[config.mk]
export PLATFORM = sky130hd
export DESIGN_NAME = itx_fetch_xlate
export DESIGN_NICKNAME = d
export VERILOG_FILES = /design/src/rtl/itx_pkg.sv /design/src/rtl/itx_classify.sv /design/src/rtl/itx_fault_regs.sv /design/src/rtl/itx_fetch_xlate.sv
export SDC_FILE = /design/constraint.sdc
export NUM_CORES = 1
export LEC_CHECK = 0
export CAP_MARGIN = 20
export CORE_AREA = 2 2 145 147
export DETAILED_ROUTE_END_ITERATION = 7
export DIE_AREA = 0 0 147 149
export GPL_TIMING_DRIVEN = 1
export PLACE_DENSITY = 0.87
export SYNTH_ARGS = -nofsm -noshare
export SYNTH_HDL_FRONTEND = slang
export SYNTH_SLANG_ARGS = --single-unit
[constraint.sdc]
create_clock -name clk -period 3.9 [get_ports clk]
set_input_delay 0.975 -clock clk [delete_from_list [all_inputs] [get_ports clk]]
set_output_delay 0.975 -clock clk [all_outputs]
set_load 0.005 [all_outputs]
[src/rtl/itx_pkg.sv]
// Package: shared types and encodings for the fetch address translator.
// Assumes mode 0 is the most privileged (kernel) mode.
package itx_pkg;
    typedef enum logic [1:0] {
        FLT_NONE = 2'd0,
        FLT_ACV  = 2'd1,
        FLT_MISS = 2'd2
    } fault_e;

    localparam logic [1:0] MODE_KERNEL = 2'd0;
endpackage

[src/rtl/itx_classify.sv]
// Module: itx_classify
// Decides, purely combinationally, the physical address, uncached flag and
// fault code for one fetch address. Assumes the lookup inputs already
// answer for this address's page number.
module itx_classify
    import itx_pkg::*;
#(
    parameter int VA_W     = 64,
    parameter int VA_HI    = 42,
    parameter int PA_W     = 44,
    parameter int PG_BITS  = 13,
    parameter int SP_PA_HI = 39,
    parameter int MODE_W   = 2
) (
    input  logic [VA_W-1:0]          va,
    input  logic [MODE_W-1:0]        mode,
    input  logic [1:0]               sp_en,
    input  logic                     hit,
    input  logic [PA_W-PG_BITS-1:0]  pfn,
    input  logic [(1<<MODE_W)-1:0]   rd_en,
    output fault_e                   fault,
    output logic [PA_W-1:0]          pa,
    output logic                     uncached
);
    localparam int UP_W = VA_W - VA_HI;

    logic [UP_W-1:0] upper;
    logic            canonical;
    logic            in_sp;
    logic [PA_W-1:0] sp_pa;
    logic [PA_W-1:0] pal_pa;
    logic [PA_W-1:0] hit_pa;

    assign upper     = va[VA_W-1:VA_HI];
    assign canonical = (&upper) | ~(|upper);
    assign in_sp     = sp_en[1] && (va[VA_HI:VA_HI-1] == 2'b10);
    assign pal_pa    = {va[PA_W-1:2], 2'b00};
    assign hit_pa    = {pfn, va[PG_BITS-1:2], 2'b00};

    // Superpage address: the window's bits pass through, anything above is zero.
    generate
        if (PA_W > SP_PA_HI + 1) begin : g_sp_pad
            assign sp_pa = {{(PA_W-SP_PA_HI-1){1'b0}}, va[SP_PA_HI:0]};
        end else begin : g_sp_trunc
            assign sp_pa = va[PA_W-1:0];
        end
    endgenerate

    // Priority decision: bypass, range, superpage, miss, permission.
    always_comb begin
        fault    = FLT_NONE;
        pa       = '0;
        uncached = 1'b0;
        if (va[0]) begin
            pa = pal_pa;
        end else if (!canonical) begin
            fault = FLT_ACV;
        end else if (in_sp) begin
            if (mode != MODE_KERNEL) begin
                fault = FLT_ACV;
            end else begin
                pa       = sp_pa;
                uncached = sp_pa[PA_W-1];
            end
        end else if (!hit) begin
            fault = FLT_MISS;
        end else if (!rd_en[mode]) begin
            fault = FLT_ACV;
        end else begin
            pa       = hit_pa;
            uncached = hit_pa[PA_W-1];
        end
    end
endmodule

[src/rtl/itx_fault_regs.sv]
// Module: itx_fault_regs
// Holds the faulting address and its formatted form for a refill handler.
// Assumes capture is asserted only for a request that faults.
module itx_fault_regs #(
    parameter int VA_W    = 64,
    parameter int VA_HI   = 42,
    parameter int PG_BITS = 13
) (
    input  logic            clk,
    input  logic            rst_n,
    input  logic            capture,
    input  logic [VA_W-1:0] va,
    input  logic [VA_W-1:0] ptbr,
    output logic [VA_W-1:0] tag_q,
    output logic [VA_W-1:0] form_q
);
    localparam int VPN_W = VA_HI + 1 - PG_BITS;
    localparam int PAD_W = VA_W - VPN_W - 3;

    logic [VA_W-1:0] vpn_x8;
    assign vpn_x8 = {{PAD_W{1'b0}}, va[VA_HI:PG_BITS], 3'b000};

    // Load both registers on a fault, hold them otherwise.
    always_ff @(posedge clk) begin
        if (!rst_n) begin
            tag_q  <= '0;
            form_q <= '0;
        end else if (capture) begin
            tag_q  <= va;
            form_q <= ptbr | vpn_x8;
        end
    end

    // Fault registers may only move in a cycle that captured.
    assert_hold_R8: assert property (@(posedge clk) disable iff (!rst_n)
        !$past(capture) |-> ($stable(tag_q) && $stable(form_q)));
endmodule

[src/rtl/itx_fetch_xlate.sv]
// Module: itx_fetch_xlate (top)
// Registers one translation response per fetch request, one clock after it,
// and updates the fault registers on any fault. Assumes the entry store
// answers combinationally for lookup_vpn.
module itx_fetch_xlate
    import itx_pkg::*;
#(
    parameter int VA_W     = 64,
    parameter int VA_HI    = 42,
    parameter int PA_W     = 44,
    parameter int PG_BITS  = 13,
    parameter int SP_PA_HI = 39,
    parameter int MODE_W   = 2,
    localparam int VPN_W   = VA_HI + 1 - PG_BITS,
    localparam int PFN_W   = PA_W - PG_BITS,
    localparam int NMODES  = 1 << MODE_W
) (
    input  logic               clk,
    input  logic               rst_n,
    input  logic               req_valid,
    input  logic [VA_W-1:0]    req_va,
    input  logic [MODE_W-1:0]  cur_mode,
    input  logic [1:0]         sp_en,
    input  logic [VA_W-1:0]    ptbr,
    output logic [VPN_W-1:0]   lookup_vpn,
    input  logic               tlb_hit,
    input  logic [PFN_W-1:0]   tlb_pfn,
    input  logic [NMODES-1:0]  tlb_rd_en,
    output logic               rsp_valid,
    output logic [PA_W-1:0]    rsp_pa,
    output logic               rsp_uncached,
    output logic [1:0]         rsp_fault,
    output logic [VA_W-1:0]    fault_tag,
    output logic [VA_W-1:0]    fault_form
);
    fault_e          c_fault;
    logic [PA_W-1:0] c_pa;
    logic            c_unc;
    logic            capture;

    assign lookup_vpn = req_va[VA_HI:PG_BITS];
    assign capture    = req_valid && (c_fault != FLT_NONE);

    itx_classify #(
        .VA_W(VA_W), .VA_HI(VA_HI), .PA_W(PA_W), .PG_BITS(PG_BITS),
        .SP_PA_HI(SP_PA_HI), .MODE_W(MODE_W)
    ) u_classify (
        .va(req_va), .mode(cur_mode), .sp_en(sp_en), .hit(tlb_hit),
        .pfn(tlb_pfn), .rd_en(tlb_rd_en),
        .fault(c_fault), .pa(c_pa), .uncached(c_unc)
    );

    itx_fault_regs #(
        .VA_W(VA_W), .VA_HI(VA_HI), .PG_BITS(PG_BITS)
    ) u_fregs (
        .clk(clk), .rst_n(rst_n), .capture(capture), .va(req_va),
        .ptbr(ptbr), .tag_q(fault_tag), .form_q(fault_form)
    );

    // Response register: one clock after the request it belongs to.
    always_ff @(posedge clk) begin
        if (!rst_n) begin
            rsp_valid    <= 1'b0;
            rsp_pa       <= '0;
            rsp_uncached <= 1'b0;
            rsp_fault    <= FLT_NONE;
        end else begin
            rsp_valid <= req_valid;
            if (req_valid) begin
                rsp_pa       <= c_pa;
                rsp_uncached <= c_unc;
                rsp_fault    <= c_fault;
            end
        end
    end

    // A privileged fetch never faults and is never flagged uncached.
    assert_bypass_R1: assert property (@(posedge clk) disable iff (!rst_n)
        $past(req_valid && req_va[0]) |->
            (rsp_fault == FLT_NONE && !rsp_uncached));

    // A non-canonical, non-privileged fetch is an access violation.
    assert_range_R2: assert property (@(posedge clk) disable iff (!rst_n)
        $past(req_valid && !req_va[0] &&
              !((&req_va[VA_W-1:VA_HI]) || !(|req_va[VA_W-1:VA_HI])))
        |-> rsp_fault == FLT_ACV);

    // Superpage window entered outside kernel mode faults.
    assert_sp_mode_R4: assert property (@(posedge clk) disable iff (!rst_n)
        $past(req_valid && !req_va[0] && (&req_va[VA_W-1:VA_HI]) && sp_en[1] &&
              req_va[VA_HI-1] == 1'b0 && cur_mode != MODE_KERNEL)
        |-> rsp_fault == FLT_ACV);

    // The fault tag reflects the request whose response is a fault.
    assert_tag_R8: assert property (@(posedge clk) disable iff (!rst_n)
        (rsp_valid && rsp_fault != FLT_NONE) |-> fault_tag == $past(req_va));

    // A faulting response carries no address and no uncached flag.
    assert_fault_clean_R9: assert property (@(posedge clk) disable iff (!rst_n)
        (rsp_valid && rsp_fault != FLT_NONE) |-> (rsp_pa == '0 && !rsp_uncached));

    // The response valid follows the request valid by one clock.
    assert_latency_R10: assert property (@(posedge clk) disable iff (!rst_n)
        rsp_valid == $past(req_valid));
endmodule

== Word level (Yosys, flattened, before mapping) ==
Cells that the tools add are included.

* Bits in writable memories: 0
* Output and inout bits: 206
* Input port bits: 171
* Bits in latches: 0
* Memory bits (read-only): 0
* Register bits after elaboration: 176
* Memories kept: 0

* Add/sub/neg operators: 0
* Eq/ne operators: 1
* Magnitude comparators: 1
* $mul: 0
* Div/mod/pow operators: 0
* Multiplexer cells: 19
* Bitwise gates (word level): 3
* Reduce and logical (&&, ||, !) cells: 6
* Shift operators: 0

{| class="wikitable"
|+ Operator list
! cell !! count
|-
| $mux W44 || 5
|-
| $or A64 B33 Y64 || 1
|-
| $mux W40 || 1
|-
| $reduce_and A22 Y1 || 1
|-
| $reduce_or A22 Y1 || 1
|-
| $mux W1 || 8
|-
| $mux W2 || 4
|-
| $reduce_bool A2 Y1 || 2
|-
| $lt A2 B3 Y1 const B || 1
|-
| $bmux W1 S2 || 1
|-
| $eq A2 B2 Y1 const B || 1
|-
| $logic_and A1 B1 Y1 || 2
|-
| $not A1 Y1 || 1
|-
| $or A1 B1 Y1 || 1
|}

== Logic depth before layout (Yosys ltp) ==
Gate-level depths: netlist (run 1).

* Depth after elaboration: 9
* Gate-level depth with buffers: 8
* Depth with buffers taken out: 6

== Cells and area by module ==
Synthesis (run 1) repeated with hierarchy kept, for this count alone.

* Cell total of the unflattened synthesis: 819
* Area, all modules: 8217.9 sq um

{| class="wikitable"
|+ Modules (own cells, without submodules)
! module !! cells each !! area each (sq um) !! times used
|-
| itx_fault_regs || 446 || 4818.4 || 1
|-
| itx_fetch_xlate || 185 || 2049.5 || 1
|-
| itx_classify || 188 || 1350.0 || 1
|}

== Worst setup path before layout (run 1) ==
OpenSTA, ideal clock, no wires.

* Path type: input-to-reg
* Start point: input port req_va[47]
* End point: register rsp_pa[20]
* Data arrival time: 2837 ps
* Library setup time: 66 ps
* Setup slack: 997 ps
* Cell stages on the path: 6
* Buffers on the path: 1
* Cell sequence: or4_1 -> or4_4 -> a221oi_4 -> buf_6 -> a22oi_2 -> a21oi_2

* Longest elaborated chain between the ends: 5
* Elaborated cells between the ends (all ways): 6

{| class="wikitable"
|+ Ends and longest elaborated chain
! item !! line !! text
|-
| from (decl) || itx_fetch_xlate.sv:21 || <nowiki>input logic [VA_W-1:0] req_va,</nowiki>
|-
| $reduce_or A22 Y1 || itx_classify.sv:35 || <nowiki>assign canonical = (&upper) | ~(|upper);</nowiki>
|-
| $not A1 Y1 || itx_classify.sv:35 ||
|-
| $or A1 B1 Y1 (*) || itx_classify.sv:35 ||
|-
| $mux W44 (*) || itx_classify.sv:56 || <nowiki>end else if (!canonical) begin</nowiki>
|-
| $mux W44 (*) || itx_classify.sv:54 || <nowiki>if (va[0]) begin</nowiki>
|-
| to (signal assigned) || itx_fetch_xlate.sv:70 || <nowiki>rsp_pa <= c_pa;</nowiki>
|-
| to (decl) || itx_fetch_xlate.sv:30 || <nowiki>output logic [PA_W-1:0] rsp_pa,</nowiki>
|}

Mark *: on every way between the ends. The rest lies on a longest branch, timed or not.
A chain may end at the register's enable or synchronous reset.

== Worst setup path in the final report (run 1) ==
* Start point: input port req_va[42]
* End point: register u_fregs.form_q[62]

* Longest elaborated chain between the ends: 7
* Elaborated cells between the ends (all ways): 11

{| class="wikitable"
|+ Ends and longest elaborated chain
! item !! line !! text
|-
| $reduce_or A22 Y1 / $eq A2 B2 Y1 (equally long branches) || itx_classify.sv:35, itx_classify.sv:36 ||
|-
| $not A1 Y1 / $logic_and A1 B1 Y1 (equally long branches) || itx_classify.sv:35, itx_classify.sv:36 ||
|-
| $or A1 B1 Y1 / $mux W2 (equally long branches) || itx_classify.sv:35, itx_classify.sv:58 ||
|-
| $mux W2 (*) || itx_classify.sv:56 ||
|-
| $mux W2 (*) || itx_classify.sv:54 ||
|-
| $reduce_bool A2 Y1 (*) || itx_fetch_xlate.sv:42 || <nowiki>assign capture = req_valid && (c_fault != FLT_NONE);</nowiki>
|-
| $logic_and A1 B1 Y1 (*) || itx_fetch_xlate.sv:42 ||
|-
| to (signal assigned) || itx_fault_regs.sv:30 || <nowiki>form_q <= ptbr | vpn_x8;</nowiki>
|-
| to (decl) || itx_fault_regs.sv:15 || <nowiki>output logic [VA_W-1:0] form_q</nowiki>
|}

Marked as above.

==> run_results.csv, run 1 <==
group,metric,value,unit
sta,maxSlewViolCount,0,
floorplanning,die_x,147,µm
clock_tree,insertion_delay,0.41,ns
sta,max_freq,306,MHz
global_route,overflow,0,
clock_tree,cts.clk_slew.worst_paths,0.07,ns
detailed_routing,detailroute.via_count,7054,
power,p_sw,1.13,mW
clock_tree,hold_buffers,0,
floorplanning,io_pins,377,
setup_path,cp_cell_sequence,"clkdlybuf4s50_1 -> nor4_1 -> nand4_1 -> or4_4 -> a211oi_2 -> nor2_4 -> buf_4 -> mux2i_1",
global_route,antenna_found_initial,0,
detailed_routing,dr.max_layer_used,"met4",
sta,slew-limit-headroom,0.383,
global_route,grt_pass1_vias,6925,
detailed_routing,wl_met1,10200,µm
floorplanning,fp.dieH,149,µm
sta,worst_slew_pin_slew,0.923,ns
sta,period_share,0.837,
sta,setup_viol,0,
clock_tree,cts_tree,"yes",
layout,fin_nets,1319,
setup_path,critPathArrivalTime,3.54,ns
run,maxCapViolations,0,
power,power_frac_clock,0.389,
placement,gp_congestion,0.812,
clock_tree,post_cts_buffers,0,
placement,dp_hpwl,17600,µm
power,seq_power_share,0.436,
setup_path,critPathLaunchType,"primary input",
logic_synthesis,synth-edff-count,0,
sta,tns,0,ns
power,p_comb_frac,0.175,
logic_synthesis,synth_top_cell_by_area,"dfxtp_1",
logic_synthesis,synthCells,835,
detailed_routing,first_pass_iters,5,
power,p_leak,4.44,nW
logic_synthesis,syn_nets,1006,
floorplanning,rows,53,
logic_synthesis,synth_area_leaders,"dfxtp_1 45%, mux2i_1 16%, nand2_1 11%",
power,p_sw_frac,0.254,
logic_synthesis,synthArstFlopShare,0,
layout,syn2layout_area_growth,54.5,%
global_route,grt_first_pass_wirelength,36800,µm
clock_tree,post_cts_resized,0,
clock_tree,cts_buffers,17,
power,p_per_area,369,nW/µm²
detailed_routing,drt_iter0_drc,280,
detailed_routing,routed-wl-met3,1750,µm
floorplanning,core_area,20600,µm²
floorplanning,start_util,0.378,
sta,finalCriticalPeriod,3.26,ns
logic_synthesis,yosysSeqAreaShare,0.451,
global_route,grt_max_degree,126,
logic_synthesis,yosysUniqueCellTypes,35,
setup_path,slowest_delay,0.51,ns
worst_hold_path,hp-class,"flip-flop to flip-flop",
detailed_routing,ant_nets,0,
placement,io_buffers,374,
run_status,outcome,"finished clean",
layout,nFillCells,1778,
logic_synthesis,syn_area,7770,µm²
power,p_int,3.31,mW
sta,hold_viol,0,
setup_path,crit_required,4.17,ns
setup_path,crit_family,"simple AND/OR/NAND/NOR gates",
sta,clock_skew,0,ns
layout,diodes,0,
detailed_routing,drc,0,
floorplanning,die-area,21900,µm²
logic_synthesis,synth_most_common_cell,"nand2_1",
global_route,grtUsageTotal,0.213,
setup_path,cp_slowest_cell,"clkdlybuf4s50_1",
setup_path,worst-setup-path-type,"primary input to flip-flop",
power,vdd_ir_drop_max,0.261,mV
logic_synthesis,ys_seq_elements,175,
detailed_routing,wl_met2,11800,µm
clock_tree,clockBufferDepth,2,
detailed_routing,viasPerCell,4.92,
clock_tree,cts.sink_count,175,
logic_synthesis,synth_ff_type,"dfxtp_1",
detailed_routing,routed_wl,24200,µm
setup_path,timing.critical_path.buf_inv,2,
logic_synthesis,yosysWarnings,0,
layout,final_layout_size_suffix_gt1_frac,0.0828,
layout,instances_no_fill,1435,
placement,placed_cells_incl_taps,1404,
clock_tree,h-tree-depth,4,
logic_synthesis,avgSynthCellArea,9.31,µm²
setup_path,cp-end-kind,"flip-flop",
clock_tree,cts_root_buf,"clkbuf_16",
logic_synthesis,yosysTopAreaCellShare,0.451,
setup_path,worst-path-max-fanout,36,
detailed_routing,wl_per_cell,16.9,µm
sta,rsz0062_at_grt,"no",
logic_synthesis,ys_top_cells_by_count,"232 x nand2_1, 175 x dfxtp_1, 127 x mux2i_1",
final timing paths:
check	startpoint	end	slack (ns)	cells after the start
setup / recovery	req_va[42]	u_fregs.form_q[62]$_SDFFE_PN0P_	0.64	8
hold / removal	u_fregs.tag_q[0]$_SDFFE_PN0P_	u_fregs.tag_q[0]$_SDFFE_PN0P_	0.43	2
setup reg to reg	rsp_pa[33]$_SDFFE_PN0P_	rsp_pa[33]$_SDFFE_PN0P_	3.16	2
hold reg to reg	u_fregs.tag_q[0]$_SDFFE_PN0P_	u_fregs.tag_q[0]$_SDFFE_PN0P_	0.43	2
per-stage QoR:
step                       util  hold WS, ns  worst slack [ns]  instance area [µm²]  power (mW)
after CTS                 0.584        0.430             0.641                12000        4.49
after detailed placement  0.556        0.420             0.200                11400        2.76
after global placement    0.556        0.418             0.268                11400        2.74
after floorplan               -        0.426             0.997                 7770        2.29
final                     0.584        0.427             0.637                12000        4.44
after global routing      0.584        0.459             0.470                12000        4.62
final cells by class:
type | count | area (µm²) | area share
Inverter | 2 | 7.51 | 0.000625
Multi-Input combinational cell | 561 | 3660 | 0.305
Clock buffer | 19 | 433 | 0.0360
Timing Repair Buffer | 391 | 3920 | 0.326
Clock inverter | 12 | 151 | 0.0126
Tap cell | 275 | 344 | 0.0286
Sequential cell | 175 | 3500 | 0.292
logic make-up after synthesis:
family,count (synthesis),synth area share
AOI/OAI and AO/OA,167,0.163
other,1,0.000482
muxes,128,0.166
and+or+nand+nor,265,0.140
buffers and inverters,99,0.0803
DFF,175,0.451
layer usage:
metal / up-vias / GRT usage
li1: 3482 / -
met1: 3293 / 0.254
met2: 252 / 0.369
met3: 27 / 0.0670
met4: 0 / 0.0668
met5: - / 0
state kept, by name (all words and copies together) (netlist names):
signal	cells
rsp_fault	2
u_fregs.tag_q	64
rsp_uncached	1
u_fregs.form_q	64
rsp_pa	43
rsp_valid	1
cells in the final DEF (no fill, tap or decap), types with 3 or more instances in the layout:
cell type,n
clkdlybuf4s50_1,371
nand2_1,232
dfxtp_1,175
mux2i_1,127
o21ai_0,62
a22o_1,38
a22oi_2,20
a21oi_2,20
clkbuf_16,17
buf_4,13
nand4_1,11
a21oi_1,9
a22oi_1,7
nor4_1,5
a31oi_1,4
buf_12,4
nand2b_1,3
clkinvlp_4,3
inv_8,3
power by group through the flow:
stage               Sequential, mW  Clock [mW]  Combinational [mW]
floorplan                     1.98           0               0.307
global placement              1.97           0               0.768
detailed placement            1.97           0               0.781
CTS                           1.93        1.77               0.785
global route                  1.94        1.84               0.837
finish                        1.93        1.73               0.778
worst register-to-register path, stage by stage (launching register included):
cell,delay (ns)
dfxtp_1,0.32
o21ai_0,0.23
a21oi_2,0.06
No activity file was read; power rests on OpenSTA's default activity.
==> inputs of run 2 (changes only) <==
==> constraint.sdc (replaced) <==
create_clock -name clk -period 3.2 [get_ports clk]
set_input_delay 0.8 -clock clk [delete_from_list [all_inputs] [get_ports clk]]
set_output_delay 0.8 -clock clk [all_outputs]
set_load 0.005 [all_outputs]
==> run 2 against run 1 <==
Critical path depth up 1. Largest cell class unchanged. Non-clock buffer count up 23. Worst hold slack better by 0.015 ns. Core utilization up 0.95 points. Clock power up 14%. Via count up 3.7%. Clock-buffer cell count unchanged. Flip-flop and latch count unchanged. Die area unchanged.
==> run_results.csv, run 2 (same netlist as run 1, synthesis figures left out) <==
group,metric,value,unit
detailed_routing,detailroute.via_count,7313,
clock_tree,clockBufferDepth,2,
floorplanning,start_util,0.378,
setup_path,worst-setup-path-type,"primary input to flip-flop",
layout,nFillCells,1709,
floorplanning,rows,53,
floorplanning,fp.dieH,149,µm
layout,layout_common_cells,"371 x clkdlybuf4s50_1, 232 x nand2_1, 175 x dfxtp_1",
setup_path,rr_worst_depth,2,
placement,dp_hpwl,18400,µm
layout,stdcell_area,12200,µm²
global_route,grtUsageTotal,0.219,
sta,setup_ws,0.179,ns
global_route,grt_max_degree,126,
detailed_routing,viasPerCell,5.01,
placement,io_buffers,374,
detailed_routing,first_pass_iters,5,
setup_path,crit_required,3.54,ns
run,maxCapViolations,0,
setup_path,critPathLaunchType,"primary input",
detailed_routing,routed_wl,25100,µm
global_route,grt_first_pass_wirelength,38000,µm
layout,syn2layout_area_growth,57.0,%
layout,diodes,0,
sta,rsz0062_at_grt,"no",
clock_tree,cts.sink_count,175,
worst_hold_path,whs_path_depth,2,
clock_tree,cts_tree,"yes",
clock_tree,cts_buffers,17,
floorplanning,core_area,20600,µm²
sta,maxSlewViolCount,0,
detailed_routing,drt_iter0_drc,258,
layout,top_regs,"u_fregs.form_q: 64 flops, u_fregs.tag_q: 64 flops, rsp_pa: 43 flops",
setup_path,critPathArrivalTime,3.36,ns
clock_tree,insertion_delay,0.41,ns
power,vdd_ir_drop_max,0.315,mV
layout,final_layout_size_suffix_gt1_frac,0.101,
run_status,outcome,"finished clean",
sta,slew-limit-headroom,0.397,
placement,place_worst_setup_slack,-0.228,ns
placement,dpl-instance-area,11700,µm²
power,p_per_area,435,nW/µm²
clock_tree,cts_root_buf,"clkbuf_16",
worst_hold_path,hp-class,"flip-flop to flip-flop",
global_route,grt_pass1_vias,7162,
clock_tree,post_cts_resized,0,
layout,fin_nets,1342,
power,p_leak,4.56,nW
clock_tree,cts.clk_slew.worst_paths,0.07,ns
global_route,antenna_found_initial,0,
detailed_routing,drc,0,
placement,gp_congestion,0.813,
sta,max_freq,331,MHz
setup_path,worst-path-max-fanout,27,
setup_path,cp-end-kind,"flip-flop",
global_route,overflow,0,
sta,worst_slew_pin_slew,0.902,ns
floorplanning,io_pins,377,
sta,period_share,0.944,
clock_tree,hold_buffers,0,
sta,setup_viol,0,
sta,clock_skew,0,ns
sta,hold_viol,0,
floorplanning,die-area,21900,µm²
sta,finalCriticalPeriod,3.02,ns
detailed_routing,ant_nets,0,
clock_tree,h-tree-depth,4,
setup_path,rrSetupSlack,2.49,ns
floorplanning,die_x,147,µm
layout,final_common_cell,"clkdlybuf4s50_1",
clock_tree,post_cts_buffers,0,
detailed_routing,wl_per_cell,17.2,µm
## run 2: changes by cell type in the layout (fill, tap and decap cells not counted)
cell	before	now
buf_4	13	32
buf_12	4	8
bufinv_16	2	0
clkinvlp_4	3	1
inv_6	2	4
clkinv_2	0	1
clkinv_4	2	3
clkinv_8	0	1
## run 2: worst max-delay path, cell delays in order
cell             delay (ns)
clkdlybuf4s50_1        0.47
nor4_1                 0.42
nand4_1                0.19
or4_4                  0.48
buf_4                  0.16
a221oi_4               0.29
buf_12                 0.26
a22oi_1                0.10
a21oi_1                0.17
## run 2: where the power goes
group / internal, mW / total [mW] / switching (mW) / leakage [nW]
logic: 0.582 / 0.975 / 0.393 / 2.85
clock network: 1.03 / 1.98 / 0.953 / 0.271
registers: 2.30 / 2.36 / 0.0612 / 1.44
total: 3.91 / 5.32 / 1.41 / 4.56
## run 2: layout make-up
cell class / instances / area (µm²) / share of cell area
Timing Repair Buffer: 414 / 4140 / 0.339
Multi-Input combinational cell: 561 / 3660 / 0.300
Sequential cell: 175 / 3500 / 0.287
Clock buffer: 19 / 433 / 0.0355
Tap cell: 275 / 344 / 0.0282
Clock inverter: 13 / 124 / 0.0101
Inverter: 2 / 7.51 / 0.000615
## run 2: routing by layer
layer	up-vias	routed length (µm)	share of wire	track usage
li1	3542	-	-	-
met1	3436	9990	0.40	0.251
met2	294	12400	0.50	0.390
met3	41	2030	0.081	0.0654
met4	0	616	0.025	0.0779
met5	-	0	0	0
## run 2: path summary, 6_finish.rpt
kind / to / startpoint
setup / recovery: rsp_pa[18]$_SDFFE_PN0P_ / req_va[44]
hold / removal: u_fregs.tag_q[0]$_SDFFE_PN0P_ / u_fregs.tag_q[0]$_SDFFE_PN0P_
setup reg to reg: rsp_pa[25]$_SDFFE_PN0P_ / rsp_pa[25]$_SDFFE_PN0P_
hold reg to reg: u_fregs.tag_q[0]$_SDFFE_PN0P_ / u_fregs.tag_q[0]$_SDFFE_PN0P_
## run 2: stage by stage
stage	hold slack [ns]	power, mW	std cells	setup TNS, ns	utilization
floorplan	0.426	2.79	835	0	-
global placement	0.421	3.36	1427	-5.26	0.567
detailed placement	0.434	3.39	1427	-22.15	0.567
CTS	0.446	5.39	1459	0	0.594
global route	0.466	5.57	1459	0	0.594
finish	0.442	5.32	1459	0	0.594
